[src/rtl/segdrv_pkg.sv]
package segdrv_pkg;
    typedef enum logic [1:0] {
        ST_IDLE   = 2'd0,
        ST_SHIFT  = 2'd1,
        ST_COMMIT = 2'd2
    } frame_state_t;
endpackage

[src/rtl/segdrv_sync.sv]
module segdrv_sync #(
    parameter int          W       = 3,
    parameter int          STAGES  = 2,
    parameter logic [W-1:0] RST_VAL = '0
) (
    input  logic         clk,
    input  logic         rst_n,
    input  logic [W-1:0] d,
    output logic [W-1:0] q
);
    localparam int CHAIN = STAGES * W;

    logic [CHAIN-1:0] chain;

    generate
        if (STAGES == 1) begin : g_single
            always_ff @(posedge clk or negedge rst_n) begin
                if (!rst_n) chain <= RST_VAL;
                else        chain <= d;
            end
        end else begin : g_multi
            always_ff @(posedge clk or negedge rst_n) begin
                if (!rst_n) chain <= {STAGES{RST_VAL}};
                else        chain <= {chain[CHAIN-W-1:0], d};
            end
        end
    endgenerate

    assign q = chain[CHAIN-1 -: W];
endmodule

[src/rtl/segdrv_fsm.sv]
module segdrv_fsm
    import segdrv_pkg::*;
(
    input  logic         clk,
    input  logic         rst_n,
    input  logic         sel_n_s,
    input  logic         sclk_s,
    output frame_state_t state,
    output logic         shift_en,
    output logic         latch_en
);
    frame_state_t state_nx;
    logic         sclk_d;
    logic         sclk_rise;

    always_ff @(posedge clk or negedge rst_n) begin
        if (!rst_n) begin
            state  <= ST_IDLE;
            sclk_d <= 1'b1;
        end else begin
            state  <= state_nx;
            sclk_d <= sclk_s;
        end
    end

    assign sclk_rise = sclk_s & ~sclk_d;

    always_comb begin
        state_nx = state;
        unique case (state)
            ST_IDLE:   if (!sel_n_s) state_nx = ST_SHIFT;
            ST_SHIFT:  if (sel_n_s)  state_nx = ST_COMMIT;
            ST_COMMIT: state_nx = sel_n_s ? ST_IDLE : ST_SHIFT;
            default:   state_nx = ST_IDLE;
        endcase
    end

    always_comb begin
        shift_en = 1'b0;
        latch_en = 1'b0;
        unique case (state)
            ST_IDLE:   latch_en = 1'b1;
            ST_SHIFT:  shift_en = sclk_rise & ~sel_n_s;
            ST_COMMIT: latch_en = 1'b1;
            default:   latch_en = 1'b0;
        endcase
    end
endmodule

[src/rtl/segdrv_datapath.sv]
module segdrv_datapath #(
    parameter int WIDTH = 16
) (
    input  logic             clk,
    input  logic             rst_n,
    input  logic             shift_en,
    input  logic             latch_en,
    input  logic             din,
    input  logic             lamp_test,
    output logic [WIDTH-1:0] shreg,
    output logic [WIDTH-1:0] latch_q,
    output logic [WIDTH-1:0] seg_on,
    output logic             sdout
);
    always_ff @(posedge clk or negedge rst_n) begin
        if (!rst_n)        shreg <= '0;
        else if (shift_en) shreg <= {shreg[WIDTH-2:0], din};
    end

    always_ff @(posedge clk or negedge rst_n) begin
        if (!rst_n)        latch_q <= '0;
        else if (latch_en) latch_q <= shreg;
    end

    assign seg_on = latch_q | {WIDTH{lamp_test}};
    assign sdout  = shreg[WIDTH-1];
endmodule

[src/rtl/segdrv_top.sv]
module segdrv_top
    import segdrv_pkg::*;
#(
    parameter int WIDTH       = 16,
    parameter int SYNC_STAGES = 2
) (
    input  logic             clk,
    input  logic             rst_n,
    input  logic             sel_n,
    input  logic             sclk,
    input  logic             sdin,
    input  logic             lamp_test,
    output logic             sdout,
    output logic [WIDTH-1:0] seg_on
);
    localparam int NSYNC = 3;

    logic [NSYNC-1:0] raw_in;
    logic [NSYNC-1:0] syn_in;
    frame_state_t     state;
    logic             shift_en;
    logic             latch_en;
    logic [WIDTH-1:0] shreg;
    logic [WIDTH-1:0] latch_q;

    assign raw_in = {sel_n, sclk, sdin};

    segdrv_sync #(
        .W       (NSYNC),
        .STAGES  (SYNC_STAGES),
        .RST_VAL (3'b110)
    ) u_sync (
        .clk   (clk),
        .rst_n (rst_n),
        .d     (raw_in),
        .q     (syn_in)
    );

    segdrv_fsm u_fsm (
        .clk      (clk),
        .rst_n    (rst_n),
        .sel_n_s  (syn_in[2]),
        .sclk_s   (syn_in[1]),
        .state    (state),
        .shift_en (shift_en),
        .latch_en (latch_en)
    );

    segdrv_datapath #(
        .WIDTH (WIDTH)
    ) u_dp (
        .clk       (clk),
        .rst_n     (rst_n),
        .shift_en  (shift_en),
        .latch_en  (latch_en),
        .din       (syn_in[0]),
        .lamp_test (lamp_test),
        .shreg     (shreg),
        .latch_q   (latch_q),
        .seg_on    (seg_on),
        .sdout     (sdout)
    );
endmodule

[config.mk]
export PLATFORM = sky130hd
export DESIGN_NAME = segdrv_top
export DESIGN_NICKNAME = d
export VERILOG_FILES = /design/src/rtl/segdrv_pkg.sv /design/src/rtl/segdrv_sync.sv /design/src/rtl/segdrv_fsm.sv /design/src/rtl/segdrv_datapath.sv /design/src/rtl/segdrv_top.sv
export SDC_FILE = /design/constraint.sdc
export NUM_CORES = 1
export LEC_CHECK = 0
export CAP_MARGIN = 20
export CORE_ASPECT_RATIO = 0.6
export CORE_MARGIN = 5
export CORE_UTILIZATION = 52
export DETAILED_ROUTE_END_ITERATION = 10
export PLACE_DENSITY = 0.88
export SLEW_MARGIN = 10
export SYNTH_ARGS = -nofsm -noshare
export SYNTH_HDL_FRONTEND = slang
export SYNTH_SLANG_ARGS = --single-unit
[constraint.sdc]
create_clock -name clk -period 1.67 [get_ports clk]
set_input_delay 0.4175 -clock clk [delete_from_list [all_inputs] [get_ports clk]]
set_output_delay 0.4175 -clock clk [all_outputs]
set_load 0.1 [all_outputs]
==> impl_results.md, run 1 <==
- Status: completed
- Tcrit/Tclk final: 92.19%
- Mapped Area: 1609 sq um
- Slew headroom: between 70 and 80%
- Worst VDD drop: 0.9928 mV
- Met1 Use GR: 18.91%
- Clock power frac: 25.2%
- DP Worst Slack: -257.4 ps
- Setup violations, final: 0
- Reg power frac: 46.8%
- Yosys Warn Count: 0
- Worst R2R End: u_dp.shreg[0]
- Logic gate share of total power: 28.0%
- Starting Density: 55.31%
- CTS tree: built
- Power Internal: 1.662 mW
- Clock root cell: clkbuf_8
- Largest net degree at the start of global routing: 24
- Die width: between 80 and 90 um
- Setup crit start kind: flip-flop
- Arr. time, crit path: 1120 ps
- Die Span Y: 53.09 um
- CP startpoint: u_dp.latch_q[3]
- Max cap viols: 0
- Final instance area: 2183 sq um
- H-tree levels: 2
- Synthesized area per cell: 16.42 sq um
- Leakage: between 1 and 1.5 nW
- Clk_lat worst skew: 300 ps
- Clk_skew: approximately 6.6 ps
- Met3 GRT Util: 4.932%
- Reg2reg path depth: 3
- Synthesis-to-layout area growth: 35.69%
- Critical path's slowest cell: dfrtp_1
- Hold Crit Class: in2async
- Fraction of layout cells with a size suffix above 1: 65.63%
- Remaining antenna violation count: 0
- Gr usage total: between 15 and 20%
- Crit path time final: ~1500 ps
- Crit. End Element: output pin
- Register area share after synthesis: 64.15%
- Iteration count of the initial detailed-routing pass: 4
- Final Power: 2.439 mW
- Cells after Synth: 98
- # DRC: 0
- Worst-path cell chain: or2_4 -> buf_12
- Pwr dens: 1117 nW/um^2
- Unrepaired setup endpoints after global routing: false
- Placed Area: 2051 sq um
- Rows: 15
- Max-slew violations: 0
- Syn Nets: ~100
- Vias per Instance: 4.976
- Fin. Hold Viols: 0
- CP Class: reg2out
- Io pins: 23
- CORE AREA: ~2900 sq um
- Worst-margin pin slew: 426.5 ps
- Initial antenna violation count: 0
- CTS Sinks: 41
- Ant diodes: 0
- Max incr delay on CP: 400 ps
- Hold slack: ~44 ps
- Die area: 4344 sq um
- DR vias: roughly 850
- HPWL Detailed: ~1.9 mm
- Worst Path Required: 1250 ps
- First-pass GRT wire length: 4.671 mm
- Nets: roughly 130
- R2r setup slk: roughly 270 ps
- Reg clk slew, reported paths: 80 ps
- Max Clk Rate: roughly 650 MHz
- Grt peak-use layer: met2
- Sw Share: between 30% and 40%
- Drt total wl: between 2 and 3 mm
- Final WS setup: 130.4 ps
- Post-CTS Setup Inserts: 0
- Number of global-route vias before repair: 945
- CTS buffer count: 5
- Critical path peak fanout: 2
- Worst reg2reg startpoint: u_sync.chain[4]
- WL/cell: 16.44 um
- GRT Residual Overflow: 0
- Gpl congestion: 0.7032
- Iteration-0 DRC Markers: 25
- FF+latch count, synth: 41
- Max clock buf depth: 2
- Post-synth cell types: 13
- Net Sw Power: roughly 0.78 mW
- Input/output buffers: 22
- Met2 Use GR: 24.40%
==> cell usage in the layout, fill, tap and decap left out, drive strengths merged <==
| cell | Yosys | final |
|---|---|---|
| a21oi | 1 | 1 |
| and3b | 1 | 1 |
| and4b | 1 | 1 |
| buf | 4 | 23 |
| clkbuf | 1 | 7 |
| clkdlybuf4s50 | 0 | 3 |
| clkinv | 0 | 2 |
| dfrtp | 36 | 36 |
| dfstp | 5 | 5 |
| mux2 | 32 | 32 |
| nor2 | 1 | 1 |
| or2 | 16 | 16 |
==> state kept, by name, indices dropped and copies added (netlist names) <==
register	cells
u_fsm.sclk_d	1
u_dp.shreg	16
u_sync.chain	6
u_fsm.state	2
u_dp.latch_q	16
==> worst max-delay path: cells and delay by family (launching register included) <==
kind	cells	cell delay, ps
buffers and inverters	1	160
DFF	1	400
and+or+nand+nor	1	260
==> timing repair <==
action | 4_1_cts | 5_1_grt
hold buffers | 0 | 0
hold endpoints to repair | 0 | 0
setup endpoints to repair | 16 | 13
gates cloned | 1 | 0
gates resized for setup | 21 | 1
==> routing by layer <==
layer  share of wire (%)  vias to the layer above
li1                    -                      387
met1                  45                      430
met2                  46                       22
met3                 5.6                        7
met4                 2.5                        0
met5                   0                        -
==> cell type report <==
type                       count  area, sq um
sequential                    41         1032
fill                         195        725.7
multi-input combinational     52        565.5
timing repair buffer          27        450.4
clock buffer                   6        72.57
tap                           42        52.55
clock inverter                 2        10.01
==> per-stage QoR <==
stage	utilization (%)	setup TNS (ps)	cells
5_1_grt	75.05	0	170
4_1_cts	75.23	0	170
6_report	75.05	0	170
3_5_place_dp	70.49	-3991	161
2_1_floorplan	-	0	98
3_3_place_gp	70.49	-3984	161
==> power by group through the flow <==
stage          registers [mW]  clock network (mW)  logic (mW)
2_1_floorplan            1.14                   0       0.431
3_3_place_gp             1.15                   0       0.652
3_5_place_dp             1.16                   0       0.660
4_1_cts                  1.14               0.636       0.691
5_1_grt                  1.15               0.671       0.708
6_report                 1.14               0.615       0.682
==> cells by family after synthesis <==
logic type      Yosys count  synth area share, %
compound gates            1               0.3107
buf+inv                   5                3.188
flops                    41                64.15
mux                      32                24.73
simple gates             19                7.621
==> how the worst max path moves through the flow <==
stage / slack (ps) / to
after floorplan: 180 / seg_on[0]
after CTS: 20 / seg_on[9]
final: 130 / seg_on[3]
after detailed placement: -260 / seg_on[9]
after global placement: -260 / seg_on[4]
after global routing: 110 / seg_on[3]
==> Yosys cell counts <==
cell | number | area (sq um)
a21oi_1 | 1 | 5.000
and3b_1 | 1 | 8.760
and4b_1 | 1 | 10.01
buf_12 | 1 | 20.02
buf_2 | 1 | 5.000
buf_6 | 2 | 22.52
clkbuf_1 | 1 | 3.750
dfrtp_1 | 36 | 900.9
dfstp_2 | 5 | 131.4
mux2_2 | 22 | 247.7
mux2_4 | 10 | 150.1
nor2_1 | 1 | 3.750
or2_2 | 16 | 100.1
(Power assumes the default switching activity.)
==> run 2: changes to the inputs <==
CTS_CLUSTER_DIAMETER = 40   (was not set)
PLACE_DENSITY = 0.87   (was 0.88)
==> impl_results.md, run 2 (synthesized netlist as in run 1, its figures left out) <==
- Most common cell after layout, fill and taps aside: dfrtp_1
- Max clock buf depth: 2 (unchanged)
- Net Sw Power: 0.7601 mW (-2.2%)
- Final Power: 2.424 mW (-0.63%)
- Slew headroom: 67.81% (-3.8 points)
- Setup crit start kind: input port
- Number of global-route vias before repair: 911 (-3.6%)
- Post-CTS Setup Inserts: 0 (unchanged)
- Pwr dens: 1114 nW/um^2 (-0.29%)
- Clk_lat worst skew: 290 ps (about the same)
- Iteration-0 DRC Markers: 12 (-52%)
- Initial antenna violation count: 0 (unchanged)
- Gr usage total: 14.59% (-1.1 points)
- CTS Sinks: 41 (unchanged)
- Hold Crit Class: in2async
- CTS tree: built
- CP Class: in2out
- Max cap viols: 0 (unchanged)
- Largest net degree at the start of global routing: 42 (+75%)
- WL/cell: 15.46 um (-5.9%)
- H-tree levels: 2 (unchanged)
- HPWL Detailed: 1.734 mm (-9.7%)
- Remaining antenna violation count: 0 (unchanged)
- Tcrit/Tclk final: 97.47% (+5.3 points)
- Logic gate share of total power: 28.1% (about the same)
- Clock root cell: clkbuf_8
- Setup violations, final: 0 (unchanged)
- Iteration count of the initial detailed-routing pass: 4 (unchanged)
- Max Clk Rate: 614.4 MHz (-5.4%)
- CORE AREA: 2909 sq um (unchanged)
- Worst-margin pin slew: 482.8 ps (+56.32 ps)
- Status: completed
- Die Span Y: 53.09 um (unchanged)
- Reg power frac: 47.0% (+0.2 points)
- Worst Path Required: 1250 ps (about the same)
- Power Internal: 1.664 mW (about the same)
- Largest regs: u_dp.latch_q: 16 flops, u_dp.shreg: 16 flops, u_sync.chain: 6 flops
- Leakage: 1.042 nW (-0.64%)
- Unrepaired setup endpoints after global routing: false
- Max-slew violations: 0 (unchanged)
- Vias per Instance: 4.994 (+0.35%)
- First-pass GRT wire length: 4.422 mm (-5.3%)
- Final WS setup: 42.28 ps (-88.12 ps)
- Crit. End Element: output pin
- Fraction of layout cells with a size suffix above 1: 64.84% (-0.78 points)
- Die area: 4344 sq um (unchanged)
- Worst VDD drop: 0.7794 mV (-21%)
- Crit path time final: 1628 ps (+88.12 ps)
- GRT Residual Overflow: 0 (unchanged)
- Most frequent cells in the layout: dfrtp_1 (36), mux2_2 (22), buf_12 (18), or2_4 (16), mux2_4 (10)
- # DRC: 0 (unchanged)
- Clock power frac: 24.9% (-0.3 points)
- Rows: 15 (unchanged)
- Arr. time, crit path: 1210 ps (+90 ps)
- Input/output buffers: 22 (unchanged)
- Drt total wl: 2.629 mm (-5.9%)
- Synthesis-to-layout area growth: 35.23%
- Sw Share: 31.36% (-0.50 points)
- Worst reg2reg startpoint: u_sync.chain[4]
- Nets: 133 (unchanged)
- Reg clk slew, reported paths: 70 ps (about the same)
- Final Util: 74.80% (-0.26 points)
- Fin. Hold Viols: 0 (unchanged)
- Critical path peak fanout: 8 (+6)
- Clk_skew: 7.121 ps (+0.5320 ps)
- Ant diodes: 0 (unchanged)
- Io pins: 23 (unchanged)
- Fill count: 184 (-5.6%)
- DP Worst Slack: -254.9 ps (+2.547 ps)
- CP startpoint: lamp_test
- CTS buffer count: 5 (unchanged)
- Starting Density: 55.31% (unchanged)
- DR vias: 849 (+0.35%)
- Gpl congestion: 0.7310 (+4.0%)
- Die width: 81.82 um (unchanged)
run 2: worst max-delay path: stages:
cell and delay, ps:
clkdlybuf4s15_2 210, buf_6 150, or2_4 260, buf_12 160
run 2: timing repair:
| action | in CTS | in global routing |
|---|---|---|
| resized for setup | 22 | 0 |
| setup endpoints to repair | 16 | 0 |
| hold buffers | 0 | 0 |
run 2: final timing paths:
check	to	slack, ps	depth (start not counted)
setup / recovery	seg_on[13]	40	4
hold / removal	u_dp.latch_q[2]	160	2
setup reg to reg	u_dp.shreg[1]	260	3
hold reg to reg	u_sync.chain[3]	350	0
max in group asynchronous	u_fsm.sclk_d	1160	2
min in group clk	u_sync.chain[3]	350	0
run 2: layout make-up:
type / instances / area [sq um] / area share (%)
clock buffers: 7 / 76.32 / 3.508
clock inverters: 1 / 5.005 / 0.2300
multi-input cells: 52 / 565.5 / 25.99
flip-flops and latches: 41 / 1032 / 47.44
well taps: 42 / 52.55 / 2.415
repair buffers: 27 / 444.2 / 20.41
run 2: metal layers:
layer	wire length [um]	GRT usage (%)
met3	136	4.762
met4	62	9.116
met2	1248	23.32
met1	1181	17.09
met5	0	0
run 2: through the flow:
step	cells	TNS (ps)	hold WS, ps	instance area [sq um]
floorplan	98	0	121.9	1609
global placement	161	-4052	337.7	2038
detailed placement	161	-3933	341.8	2038
CTS	170	0	179.1	2176
global route	170	0	208.4	2176
finish	170	0	161.1	2176
run 2: power groups by stage:
stage          sequential (mW)  clock [mW]  combinational, mW
2_1_floorplan             1.14           0              0.431
4_1_cts                   1.14       0.631              0.690
5_1_grt                   1.15       0.670              0.707
6_report                  1.14       0.604              0.682
3_3_place_gp              1.15           0              0.648
3_5_place_dp              1.15           0              0.657
==> run 3: changes to the inputs <==
CORE_UTILIZATION = 53   (was 52)
SYNTH_HIERARCHICAL = 1   (was not set)
==> impl_results.md, run 3 <==
- Status: completed
- Initial antenna violation count: 0 (unchanged)
- Hold slack: 172.1 ps (+10.97 ps)
- Max Clk Rate: 614.1 MHz (about the same)
- Ant diodes: 0 (unchanged)
- Synthesized area per cell: 16.58 sq um (+1.0%)
- Die area: 4459 sq um (+2.6%)
- Arr. time, crit path: 1210 ps (about the same)
- HPWL Detailed: 1.939 mm (+12%)
- CTS buffer count: 5 (unchanged)
- WL/cell: 16.87 um (+9.1%)
- Logic gate share of total power: 28.3% (+0.2 points)
- Pwr dens: 1099 nW/um^2 (-1.3%)
- Hold-fix buffers, CTS: 0 (unchanged)
- Max-slew violations: 0 (unchanged)
- Cells after Synth: 102 (+4.1%)
- Worst VDD drop: 0.9088 mV (+17%)
- Clock root cell: clkbuf_8
- Yosys Warn Count: 6 (+6)
- Largest net degree at the start of global routing: 42 (unchanged)
- CTS Sinks: 41 (unchanged)
- H-tree levels: 2 (unchanged)
- Critical path peak fanout: 8 (unchanged)
- Vias per Instance: 5.035 (+0.82%)
- Slew headroom: 67.52% (-0.30 points)
- Worst-margin pin slew: 487.3 ps (+4.431 ps)
- Worst Path Required: 1250 ps (about the same)
- # DRC: 0 (unchanged)
- Max clock buf depth: 2 (unchanged)
- Most frequent cells in the layout: dfrtp_1 (36), mux2_4 (20), buf_12 (18), or2_4 (16), mux2_2 (12)
- Number of global-route vias before repair: 937 (+2.9%)
- CP Class: in2out
- Io pins: 23 (unchanged)
- Fin. Hold Viols: 0 (unchanged)
- Fraction of layout cells with a size suffix above 1: 65.89% (+1.0 points)
- Max incr delay on CP: 260 ps (about the same)
- Fill count: 196 (+6.5%)
- Most common cell after layout, fill and taps aside: dfrtp_1
- Post-cts resize count: 21 (-4.5%)
- Post-Place Cells: 162 (+0.62%)
- Drt total wl: 2.884 mm (+9.7%)
- Setup crit start kind: input port
- Tcrit/Tclk final: 97.51% (about the same)
- Die width: 82.94 um (+1.4%)
- Net Sw Power: 0.7858 mW (+3.4%)
- Nets: 134 (+0.75%)
- Post-CTS Setup Inserts: 0 (unchanged)
- Remaining antenna violation count: 0 (unchanged)
- Unrepaired setup endpoints after global routing: false
- Iteration count of the initial detailed-routing pass: 3 (-1)
- Mapped Area: 1692 sq um (+5.1%)
- Gpl congestion: 0.6813 (-6.8%)
- Clock power frac: 25.0% (about the same)
- GRT Residual Overflow: 0 (unchanged)
- Clk_lat worst skew: 300 ps (about the same)
- Starting Density: 57.05% (+1.7 points)
- CORE AREA: 2965 sq um (+1.9%)
- First-pass GRT wire length: 4.864 mm (+10%)
- Largest regs: u_dp/latch_q: 16 flops, u_dp/shreg: 16 flops, u_sync/chain: 6 flops
- Final WS setup: 41.63 ps (-0.6515 ps)
- DR vias: 861 (+1.4%)
- Clk_skew: 6.124 ps (-0.9973 ps)
- Crit. End Element: output pin
- Setup violations, final: 0 (unchanged)
- Die Span Y: 53.76 um (+1.3%)
- Worst reg2reg startpoint: u_sync/chain[4]
- Sw Share: 32.06% (+0.71 points)
- CTS tree: built
- Reg power frac: 46.7% (-0.3 points)
- Final Util: 75.19% (+0.39 points)
- Worst-path cell chain: clkdlybuf4s15_1 -> buf_6 -> or2_4 -> buf_12
- CP startpoint: lamp_test
- Syn Nets: 108 (+3.8%)
- DP Worst Slack: -266.5 ps (-11.65 ps)
- Layout Cells excl Fill: 171 (+0.59%)
- Synthesis-to-layout area growth: 31.80%
- Gr usage total: 15.15% (+0.55 points)
- Hold Crit Class: in2async
- Crit path time final: 1628 ps (+0.6515 ps)
- Power Internal: 1.665 mW (about the same)
- Critical path's slowest cell: or2_4
- Reg clk slew, reported paths: 80 ps (about the same)
- Rows: 15 (unchanged)
- Max cap viols: 0 (unchanged)
- Iteration-0 DRC Markers: 40 (+28)
- Input/output buffers: 22 (unchanged)
- Leakage: 1.064 nW (+2.1%)
-- run 3: worst paths after layout --
kind | to | slack, ps | depth (start not counted)
worst min register to register | u_sync/chain[3] | 350 | 0
min in group clk | u_sync/chain[3] | 350 | 0
max in group asynchronous | u_sync/chain[4] | 1130 | 2
worst max register to register | u_dp/shreg[14] | 160 | 4
worst min-delay path | u_dp/shreg[4] | 170 | 2
worst max-delay path | seg_on[15] | 40 | 4
-- run 3: layout make-up --
type                    instances  area, sq um  share of cell area, %
flip-flops and latches         41         1032                  46.30
multi-input cells              52        615.6                  27.61
repair buffers                 27        442.9                  19.87
clock buffers                   6        72.57                  3.255
well taps                      42        52.55                  2.357
clock inverters                 2        10.01                 0.4489
inverters                       1        3.754                 0.1684
-- run 3: worst max-delay path, delay by kind of cell --
kind                   cells  cell delay (ps)
buffers and inverters      3              530
AND/OR/NAND/NOR            1              260
-- run 3: per-stage QoR --
step / cell area (sq um) / TNS [ps] / power (mW)
after floorplan: 1692 / 0 / 1.587
after global placement: 2092 / -4077 / 1.808
after detailed placement: 2092 / -4081 / 1.830
after CTS: 2230 / 0 / 2.478
after global routing: 2230 / 0 / 2.558
final: 2230 / 0 / 2.451
-- run 3: power groups by stage --
stage / logic (mW) / clock network, mW / registers, mW
4_1_cts: 0.701 / 0.631 / 1.15
2_1_floorplan: 0.451 / 0 / 1.14
5_1_grt: 0.718 / 0.683 / 1.16
3_5_place_dp: 0.669 / 0 / 1.16
3_3_place_gp: 0.659 / 0 / 1.15
6_report: 0.694 / 0.613 / 1.14
-- run 3: per-layer routing --
layer / up-vias / GRT usage, % / wire length, um
li1: 388 / - / -
met1: 453 / 17.11 / 1207
met2: 14 / 26.06 / 1491
met3: 6 / 4.128 / 115
met4: 0 / 10.60 / 69
met5: - / 0 / 0
